--- src/rtl/vcw_pkg.sv ---
package vcw_pkg;
  typedef struct packed {
    logic lv;       // line valid, current sample
    logic lv_fall;  // end of an active line
    logic ls_rise;  // line sync leading edge
    logic fs_rise;  // field sync leading edge
  } sync_ev_t;
endpackage

--- src/rtl/vcw_sync_edges.sv ---
module vcw_sync_edges
  import vcw_pkg::*;
(
  input  logic     clk_i,
  input  logic     rst_ni,
  input  logic     en_i,
  input  logic     line_valid_i,
  input  logic     line_sync_i,
  input  logic     field_sync_i,
  output sync_ev_t ev_o
);
  localparam int NSIG = 3;

  logic [NSIG-1:0] cur;
  logic [NSIG-1:0] prev_q;

  assign cur = {field_sync_i, line_sync_i, line_valid_i};

  // previous value is only advanced on pixel-enable edges
  for (genvar g = 0; g < NSIG; g++) begin : g_prev
    always_ff @(posedge clk_i or negedge rst_ni) begin
      if (!rst_ni)   prev_q[g] <= 1'b0;
      else if (en_i) prev_q[g] <= cur[g];
    end
  end

  always_comb begin
    ev_o.lv      = cur[0];
    ev_o.lv_fall = ~cur[0] & prev_q[0];
    ev_o.ls_rise = cur[1] & ~prev_q[1];
    ev_o.fs_rise = cur[2] & ~prev_q[2];
  end
endmodule

--- src/rtl/vcw_raster.sv ---
module vcw_raster
  import vcw_pkg::*;
#(
  parameter int H_DEC = 4,
  parameter int V_DEC = 2,
  parameter int OUT_W = 176,
  parameter int OUT_H = 144
) (
  input  logic     clk_i,
  input  logic     rst_ni,
  input  logic     en_i,
  input  sync_ev_t ev_i,
  output logic     keep_o
);
  localparam int HPW = (H_DEC > 1) ? $clog2(H_DEC) : 1;
  localparam int VPW = (V_DEC > 1) ? $clog2(V_DEC) : 1;
  localparam int CW  = $clog2(OUT_W + 1);
  localparam int RW  = $clog2(OUT_H + 1);

  logic [HPW-1:0] h_ph_q, h_ph_eff;
  logic [CW-1:0]  col_q, col_eff;
  logic [VPW-1:0] v_ph_q;
  logic [RW-1:0]  row_q;
  logic           h_wrap, v_wrap;

  // line sync in this sample restarts numbering at this sample
  assign h_ph_eff = ev_i.ls_rise ? '0 : h_ph_q;
  assign col_eff  = ev_i.ls_rise ? '0 : col_q;
  assign h_wrap   = (h_ph_eff == HPW'(H_DEC - 1));
  assign v_wrap   = (v_ph_q == VPW'(V_DEC - 1));

  assign keep_o = ev_i.lv && !ev_i.fs_rise && (h_ph_eff == '0) &&
                  (col_eff < CW'(OUT_W)) && (v_ph_q == '0) && (row_q < RW'(OUT_H));

  always_ff @(posedge clk_i or negedge rst_ni) begin
    if (!rst_ni) begin
      h_ph_q <= '0;
      col_q  <= '0;
      v_ph_q <= '0;
      row_q  <= '0;
    end else if (en_i) begin
      if (ev_i.fs_rise) begin
        h_ph_q <= '0;
        col_q  <= '0;
        v_ph_q <= '0;
        row_q  <= '0;
      end else if (ev_i.lv) begin
        h_ph_q <= h_wrap ? '0 : h_ph_eff + 1'b1;
        col_q  <= (h_wrap && col_eff < CW'(OUT_W)) ? col_eff + 1'b1 : col_eff;
      end else if (ev_i.lv_fall) begin
        h_ph_q <= '0;
        col_q  <= '0;
        v_ph_q <= v_wrap ? '0 : v_ph_q + 1'b1;
        if (v_wrap && row_q < RW'(OUT_H)) row_q <= row_q + 1'b1;
      end else if (ev_i.ls_rise) begin
        h_ph_q <= '0;
        col_q  <= '0;
      end
    end
  end

  assert_col_bound_R3: assert property (@(posedge clk_i) disable iff (!rst_ni)
    col_q <= CW'(OUT_W));
  assert_row_bound_R4: assert property (@(posedge clk_i) disable iff (!rst_ni)
    row_q <= RW'(OUT_H));
  assert_field_restart_R4: assert property (@(posedge clk_i) disable iff (!rst_ni)
    (en_i && ev_i.fs_rise) |=> (row_q == '0 && v_ph_q == '0));
endmodule

--- src/rtl/vcw_frame_ctrl.sv ---
module vcw_frame_ctrl #(
  parameter int DATA_W  = 8,
  parameter int OUT_W   = 176,
  parameter int OUT_H   = 144,
  parameter bit CAP_ODD = 1'b1,
  localparam int TOTAL  = OUT_W * OUT_H,
  localparam int ADDR_W = $clog2(TOTAL)
) (
  input  logic              clk_i,
  input  logic              rst_ni,
  input  logic              half_en_i,
  input  logic              fs_rise_i,
  input  logic              keep_i,
  input  logic              field_odd_i,
  input  logic              capture_en_i,
  input  logic [DATA_W-1:0] pix_data_i,
  output logic              fifo_cs_o,
  output logic              fifo_we_o,
  output logic [ADDR_W-1:0] fifo_addr_o,
  output logic [DATA_W-1:0] fifo_data_o,
  output logic              frame_done_o,
  output logic              short_frame_o
);
  localparam logic [ADDR_W-1:0] LAST = ADDR_W'(TOTAL - 1);

  logic              busy_q;
  logic [ADDR_W-1:0] addr_q;

  always_ff @(posedge clk_i or negedge rst_ni) begin
    if (!rst_ni) begin
      busy_q        <= 1'b0;
      addr_q        <= '0;
      fifo_cs_o     <= 1'b0;
      fifo_we_o     <= 1'b0;
      fifo_addr_o   <= '0;
      fifo_data_o   <= '0;
      short_frame_o <= 1'b0;
      frame_done_o  <= 1'b0;
    end else begin
      fifo_cs_o    <= 1'b0;
      fifo_we_o    <= 1'b0;
      frame_done_o <= fifo_we_o && (fifo_addr_o == LAST);
      if (half_en_i) begin
        if (fs_rise_i) begin
          if (busy_q) short_frame_o <= 1'b1;   // window cut short
          busy_q <= capture_en_i && (field_odd_i == CAP_ODD);
          addr_q <= '0;
        end else if (busy_q && keep_i) begin
          fifo_cs_o   <= 1'b1;
          fifo_we_o   <= 1'b1;
          fifo_addr_o <= addr_q;
          fifo_data_o <= pix_data_i;
          if (addr_q == LAST) begin
            busy_q        <= 1'b0;
            short_frame_o <= 1'b0;
          end else begin
            addr_q <= addr_q + 1'b1;
          end
        end
      end
    end
  end

  // last address written, for the contiguity check
  logic [ADDR_W-1:0] last_wr_q;
  always_ff @(posedge clk_i or negedge rst_ni) begin
    if (!rst_ni)        last_wr_q <= '0;
    else if (fifo_we_o) last_wr_q <= fifo_addr_o;
  end

  assert_addr_step_R8: assert property (@(posedge clk_i) disable iff (!rst_ni)
    (fifo_we_o && fifo_addr_o != '0) |-> fifo_addr_o == ADDR_W'(last_wr_q + 1'b1));
  assert_addr_range_R8: assert property (@(posedge clk_i) disable iff (!rst_ni)
    fifo_we_o |-> fifo_addr_o <= LAST);
  assert_done_after_last_R9: assert property (@(posedge clk_i) disable iff (!rst_ni)
    frame_done_o |-> ($past(fifo_we_o) && $past(fifo_addr_o) == LAST));
  assert_gated_strobe_R2: assert property (@(posedge clk_i) disable iff (!rst_ni)
    !$past(half_en_i) |-> !fifo_we_o);
  assert_cs_with_we_R7: assert property (@(posedge clk_i) disable iff (!rst_ni)
    fifo_we_o |=> !fifo_we_o || $past(half_en_i));
  assert_short_cause_R10: assert property (@(posedge clk_i) disable iff (!rst_ni)
    $rose(short_frame_o) |-> $past(fs_rise_i && half_en_i));
endmodule

--- src/rtl/qcif_capture_win.sv ---
module qcif_capture_win
  import vcw_pkg::*;
#(
  parameter int DATA_W  = 8,
  parameter int H_DEC   = 4,
  parameter int V_DEC   = 2,
  parameter int OUT_W   = 176,
  parameter int OUT_H   = 144,
  parameter bit CAP_ODD = 1'b1,
  localparam int ADDR_W = $clog2(OUT_W * OUT_H)
) (
  input  logic              clk_i,
  input  logic              rst_ni,
  input  logic              half_en_i,
  input  logic              line_valid_i,
  input  logic              line_sync_i,
  input  logic              field_sync_i,
  input  logic              field_odd_i,
  input  logic              capture_en_i,
  input  logic [DATA_W-1:0] pix_data_i,
  output logic              fifo_cs_o,
  output logic              fifo_we_o,
  output logic [ADDR_W-1:0] fifo_addr_o,
  output logic [DATA_W-1:0] fifo_data_o,
  output logic              frame_done_o,
  output logic              short_frame_o
);
  sync_ev_t ev;
  logic     keep;

  vcw_sync_edges i_edges (
    .clk_i        (clk_i),
    .rst_ni       (rst_ni),
    .en_i         (half_en_i),
    .line_valid_i (line_valid_i),
    .line_sync_i  (line_sync_i),
    .field_sync_i (field_sync_i),
    .ev_o         (ev)
  );

  vcw_raster #(
    .H_DEC (H_DEC),
    .V_DEC (V_DEC),
    .OUT_W (OUT_W),
    .OUT_H (OUT_H)
  ) i_raster (
    .clk_i  (clk_i),
    .rst_ni (rst_ni),
    .en_i   (half_en_i),
    .ev_i   (ev),
    .keep_o (keep)
  );

  vcw_frame_ctrl #(
    .DATA_W  (DATA_W),
    .OUT_W   (OUT_W),
    .OUT_H   (OUT_H),
    .CAP_ODD (CAP_ODD)
  ) i_frame (
    .clk_i         (clk_i),
    .rst_ni        (rst_ni),
    .half_en_i     (half_en_i),
    .fs_rise_i     (ev.fs_rise),
    .keep_i        (keep),
    .field_odd_i   (field_odd_i),
    .capture_en_i  (capture_en_i),
    .pix_data_i    (pix_data_i),
    .fifo_cs_o     (fifo_cs_o),
    .fifo_we_o     (fifo_we_o),
    .fifo_addr_o   (fifo_addr_o),
    .fifo_data_o   (fifo_data_o),
    .frame_done_o  (frame_done_o),
    .short_frame_o (short_frame_o)
  );
endmodule

--- config.mk ---
export PLATFORM = sky130hd
export DESIGN_NAME = qcif_capture_win
export DESIGN_NICKNAME = d
export VERILOG_FILES = /design/src/rtl/vcw_pkg.sv /design/src/rtl/vcw_sync_edges.sv /design/src/rtl/vcw_raster.sv /design/src/rtl/vcw_frame_ctrl.sv /design/src/rtl/qcif_capture_win.sv
export SDC_FILE = /design/constraint.sdc
export NUM_CORES = 1
export LEC_CHECK = 0
export BUFFER_PORTS_ARGS = -buffer_cell sky130_fd_sc_hd__buf_2
export CELL_PAD_IN_SITES_DETAIL_PLACEMENT = 0
export CELL_PAD_IN_SITES_GLOBAL_PLACEMENT = 1
export CORE_MARGIN = 10
export CORE_UTILIZATION = 35
export DETAILED_ROUTE_END_ITERATION = 7
export PLACE_DENSITY_LB_ADDON = 0.1
export SLEW_MARGIN = 20
export SYNTH_ARGS = -nofsm -noshare
export SYNTH_HDL_FRONTEND = slang
export SYNTH_SLANG_ARGS = --single-unit
--- constraint.sdc ---
create_clock -name clk_i -period 5.25 [get_ports clk_i]
set_clock_uncertainty 0.05 [all_clocks]
set_input_delay 0.2625 -clock clk_i [delete_from_list [all_inputs] [get_ports clk_i]]
set_output_delay 0.2625 -clock clk_i [all_outputs]
set_load 0.1 [all_outputs]
# Word-level counts from Yosys, hierarchy flattened

Cells that the tools add are included.

Register bits: 64
Output and inout port bits: 27
Input bits: 16
Logic and storage cells: 86

Multiplexer cells: 29
Bitwise operators: 8
Eq/ne operators: 6
Add/subtract/negate cells: 5
Reduce and logical (&&, ||, !) cells: 22
$lt $le $gt $ge: 2

Operators with widths:

| cell                    | number |
|---|---|
| $mux W8                 | 9 |
| $mux W15                | 3 |
| $eq A15 B15 Y1 const B  | 2 |
| $add A8 B1 Y8 const B   | 2 |
| $lt A8 B8 Y1 const B    | 2 |
| $add A15 B1 Y15 const B | 1 |
| $mux W1                 | 12 |
| $reduce_and A3 Y1       | 4 |
| $logic_and A1 B1 Y1     | 10 |
| $mux W2                 | 5 |
| $reduce_and A4 Y1       | 2 |
| $reduce_bool A2 Y1      | 4 |
| $not A1 Y1              | 5 |
| $ne A2 B1 Y1 const B    | 2 |
| $and A1 B1 Y1           | 3 |
| $add A2 B1 Y2 const B   | 1 |
| $eq A2 B2 Y1 const B    | 1 |
| $logic_not A2 Y1        | 1 |
| $ne A2 B2 Y1 const B    | 1 |
| $add A1 B1 Y1 const B   | 1 |
| $logic_not A1 Y1        | 1 |

# Depth between registers and ports, before layout

Word-level depth: 12
Mapped depth: 11
Gate-level depth less buffers: 9

# Hierarchy

Synthesis repeated with hierarchy kept, for this count alone.

Cell total of the unflattened synthesis: 374
Area total of the unflattened synthesis: 3,452.1 µm²

By module, submodules not included:

| module         | times used | sequential area each (µm²) | area an instance (µm²) | cells an instance |
|---|---|---|---|---|
| vcw_frame_ctrl | 1          | 1,051.0                    | 2,149.6                | 236 |
| vcw_raster     | 1          | 475.5                      | 1,167.4                | 128 |
| vcw_sync_edges | 1          | 75.1                       | 135.1                  | 10 |

# Least setup slack after synthesis

Ideal clock, no wire load.

Path type: register -> register
Start point: reg i_edges.prev_q[1]
End point: reg i_frame.addr_q[14]
Library setup time: 121 ps
Stages on the path, launching flop included: 11
Arrival: 2,131 ps
Slack: 2,947 ps
Data required time: 5,079 ps
Period minus slack after synthesis: 2,303 ps
Path buffers: 2
Path through: dfrtp_1 > nand2b_1 > clkbuf_1 > nand2_1 > ha_1 > nand4b_1 > a311oi_4 > a31oi_1 > buf_2 > o21bai_1 > o2bb2ai_1

Cells in the longest elaborated chain, start to end: 11
Elaborated cells between the ends (all ways): 13
Classes of those cells: order compare: 1; mux: 2; bitwise: 2; reduce/logical: 8

RTL lines:

| element                                                              | line                 | text |
|---|---|---|
| start: declaration                                                   | vcw_sync_edges.sv:15 | `logic [NSIG-1:0] prev_q;` |
| start signal: indexed assignment                                     | vcw_sync_edges.sv:23 | `else if (en_i) prev_q[g] <= cur[g];` |
| $not A1 Y1 (*)                                                       | vcw_sync_edges.sv:30 | `ev_o.ls_rise = cur[1] & ~prev_q[1];` |
| $and A1 B1 Y1 (*)                                                    | vcw_sync_edges.sv:30 |  |
| parallel branches: the longest is 3 deep, another holds $lt A8 B8 Y1 | -                    |  |
| $logic_and A1 B1 Y1 (*)                                              | vcw_raster.sv:32     | `assign keep_o = ev_i.lv && !ev_i.fs_rise && (h_ph_eff == '0) &&` |
| $logic_and A1 B1 Y1 (*) (2 in a row)                                 | vcw_raster.sv:33     | `(col_eff < CW'(OUT_W)) && (v_ph_q == '0) && (row_q < RW'(OUT_H));` |
| $logic_and A1 B1 Y1 (*)                                              | vcw_frame_ctrl.sv:48 | `end else if (busy_q && keep_i) begin` |
| $reduce_bool A2 Y1 (no line) (*)                                     | -                    |  |
| $reduce_and A3 Y1 (no line) (*)                                      | -                    |  |
| end signal: assignment                                               | vcw_frame_ctrl.sv:57 | `addr_q <= addr_q + 1'b1;` |
| end: declaration                                                     | vcw_frame_ctrl.sv:27 | `logic [ADDR_W-1:0] addr_q;` |

Every way passes the cells marked *.
A chain may end at the register's enable or synchronous reset.

# Worst setup path in the final report

Start point: reg i_edges.prev_q[1]
End point: reg i_frame.addr_q[6]

Same word-level chain as after synthesis.

==> impl_results.md <==
* Status: complete, no violations
* CTS H-tree lvls at 3
* Die Ht at 115 microns
* Worst Path Class, Setup: flip-flop to flip-flop
* Nets at around 400
* Synth Area per Inst at 9.09 sq um
* Max Transition Viols Final at 0
* Yosys warns at 0
* Netlist Area Pre-Place at 3180 sq um
* TritonCTS clock tree: done
* Endpoint of the worst-slack reg-to-reg timing path: i_frame.addr_q[6]
* Die W at 115 microns
* Synthesized netlist cell count at 350
* Final setup vio count at 0
* CTS buffer count at 9
* Multi-input logic area at around 1500 sq um
* Finished Core Util at between 40 and 50%
* GRT overflow at 0
* Max cap viols at 0
* Most used cell, CP: nand2_1
* Clock Tree Root: clkbuf_8
* Peak VDD IR at between 200 and 250 uV
* Slew at the pin closest to its max-slew limit at about 0.84 ns
* Initial antenna violation count at 0
* Worst R2R Setup Slack at approximately 1.9 ns
* Full die area at 13,300 sq um
* DR vias at 2,640
* Post-synthesis cell type count at 50
* Drt total wl at 7800 microns
* Pwr per Cell Area at between 300 and 400 nW/um^2
* Final worst-path cycle share at a little over three fifths
* Cell Area, Placed at 3480 sq um
* Global Route Usage Sum at 12.2%
* Fin Setup TNS at 0 ns
* Num rows at 34
* Max incr delay on CP at roughly 0.59 ns
* Routed Antenna Nets at 0
* CP Capture Type: flip-flop
* Crit path required time at 5.47 ns
* Crit path time final at between 3 and 4 ns
* Worst r2r path cells at 9
* Clock-pin slew on the worst setup and hold paths at ~0.070 ns
* Final hold violations at 0
* Worst slew margin at 43.6%
* Area Growth Syn to Fin at 14.5%
* Detailed Place HPWL at 5350 microns
* Post-cts resize count at 0
* Critical path startpoint category: flip-flop
* GPL Wtd Cong at 0.752
* Drt via density at 5.24
* Syn Nets at ~370
* Starting Density at 36.1%
* Design Area, Final at 3640 sq um
* FMAX at between 300 and 400 MHz
* RSZ-0062 raised after global routing: no
* Setup repair bufs after CTS at 0
* CP delay by family, top: simple AND/OR/NAND/NOR gates
* WP buf/inv at 1
* I/O Buffers at 42
* FILL cells at ~880
* CP arrival at roughly 3.5 ns
* Leak pwr at roughly 1.8 nW
* # IOs at 43
* Post-synth EDFFs at 0
* WL/cell at 15.5 microns
* Reg2reg start: i_edges.prev_q[1]
* Synth Flop Type: dfrtp_1
* CTS Sinks at 64
* Pin count of the biggest net entering global routing at 65
* Clk_lat worst skew at 0.35 ns
* Layout cell share with drive strength beyond 1 at 17.4%
* DR DRC count at 0
* CTS Hold Bufs at 0
* Maximum fanout along the worst path at 27
* CTS max path bufs at 2
* Asr flop ratio synth at 100%
* First DRT Iteration DRCs at 144
* First-pass GRT wire length at about 13,000 microns
* Core area at around 9000 sq um
* HP Class: input port to async pin
* FF+latch count, synth at 64
* Max stage delay cell, worst path: nand2_1
* Crit path cell chain: nand2b_1, nand2_1, ha_1, nand4b_1, a311oi_4, nand2_1, inv_2, a21oi_1, mux2i_1
* Vias in the first global route at roughly 2,700
* Seq. cell area at 1600 sq um
* Sequential fraction of the synthesis area at between 50% and 60%
* DRT Pass-1 Iters at 4
* Antenna fix cells at 0
[flip-flops by register name, indices dropped and copies added (netlist names)]
| name | cells |
|---|---|
| i_frame.busy_q | 1 |
| i_frame.frame_done_o | 1 |
| i_frame.fifo_addr_o | 15 |
| i_raster.v_ph_q | 1 |
| i_frame.short_frame_o | 1 |
| i_edges.prev_q | 3 |
| i_frame.fifo_cs_o | 1 |
| i_raster.row_q | 8 |
| i_raster.h_ph_q | 2 |
| i_raster.col_q | 8 |
| i_frame.fifo_data_o | 8 |
| i_frame.addr_q | 15 |
[synthesized netlist by cell type (4+ instances only)]
master / instances / area [sq um]
a21o_1: 7 / 52.6
a21oi_1: 11 / 55.1
a32o_1: 5 / 50.1
and3_1: 8 / 50.1
clkbuf_1: 9 / 33.8
dfrtp_1: 64 / 1600
ha_1: 5 / 62.6
inv_1: 7 / 26.3
nand2_1: 103 / 387
nand2b_1: 4 / 25.0
nand3_1: 13 / 65.1
nand4_1: 11 / 68.8
nor2_1: 13 / 48.8
nor3_1: 4 / 20.0
nor4_1: 4 / 25.0
o21ai_0: 18 / 90.1
o21bai_1: 4 / 30.0
or3_1: 7 / 43.8
xor2_1: 4 / 35.0
[how the worst max path moves through the flow]
stage / startpoint / endpoint / slack, ns / cells past startpoint
final: i_edges.prev_q[1] / i_frame.addr_q[6] / 1.94 / 9
after global routing: i_edges.prev_q[1] / i_frame.addr_q[8] / 1.58 / 9
after CTS: i_edges.prev_q[1] / i_frame.addr_q[8] / 1.86 / 9
after detailed placement: i_edges.prev_q[1] / i_frame.addr_q[6] / 1.90 / 9
after global placement: i_edges.prev_q[1] / i_frame.addr_q[6] / 1.96 / 9
after floorplan: i_edges.prev_q[1] / i_frame.addr_q[14] / 2.95 / 10
[cell type report]
| class | count | area share [%] |
|---|---|---|
| inverter | 8 | 0.824 |
| sequential | 64 | 44.0 |
| multi-input combinational | 263 | 40.6 |
| clock buffer | 10 | 3.50 |
| clock inverter | 6 | 0.996 |
| timing repair buffer | 45 | 6.39 |
| tap | 108 | 3.71 |
[cell families (layout without fill, tap and decap cells)]
family	Yosys count	in the layout	synth area share, %
multiplexers	5	5	1.69
flip-flops	64	64	50.3
buffers and inverters	23	69	3.15
AO/OA/AOI/OAI	64	64	14.2
adder cells (fa/ha/maj)	5	5	1.97
AND/OR/NAND/NOR	184	184	27.3
XOR/XNOR	5	5	1.38
[cell usage in the layout, fill, tap and decap left out, types with 4 or more instances in the layout]
| cell | instances |
|---|---|
| a21o_1 | 7 |
| a21oi_1 | 11 |
| a32o_1 | 5 |
| and3_1 | 8 |
| buf_2 | 42 |
| clkbuf_8 | 9 |
| clkinv_2 | 4 |
| dfrtp_1 | 64 |
| ha_1 | 5 |
| inv_1 | 7 |
| nand2_1 | 103 |
| nand2b_1 | 4 |
| nand3_1 | 13 |
| nand4_1 | 11 |
| nor2_1 | 13 |
| nor3_1 | 4 |
| nor4_1 | 4 |
| o21ai_0 | 18 |
| o21bai_1 | 4 |
| or3_1 | 7 |
| xor2_1 | 4 |
[metrics by stage]
step / hold WS (ns) / std cells / power [mW] / setup slack, ns
2_1_floorplan: -0.0831 / 350 / 0.925 / 2.95
3_3_place_gp: 0.397 / 488 / 1.01 / 1.96
3_5_place_dp: 0.404 / 488 / 1.01 / 1.90
4_1_cts: 0.0397 / 504 / 1.39 / 1.86
5_1_grt: 0.0431 / 504 / 1.44 / 1.58
6_report: 0.0364 / 504 / 1.36 / 1.94
[routing by layer]
layer | share of wire, % | vias to the layer above | global-route usage, %
met4 | 1.1 | 0 | 3.97
met2 | 47 | 57 | 20.3
met1 | 46 | 1265 | 14.7
met3 | 5.6 | 7 | 3.91
li1 | - | 1311 | -
met5 | 0 | - | 0
[power breakdown]
group	total [mW]	leakage [nW]	internal, mW	switching [mW]
combinational	0.413	0.863	0.0681	0.345
sequential	0.581	0.872	0.547	0.0347
clock	0.367	0.0858	0.169	0.198
total	1.36	1.82	0.783	0.578
Power figures use the tool's default switching activity.
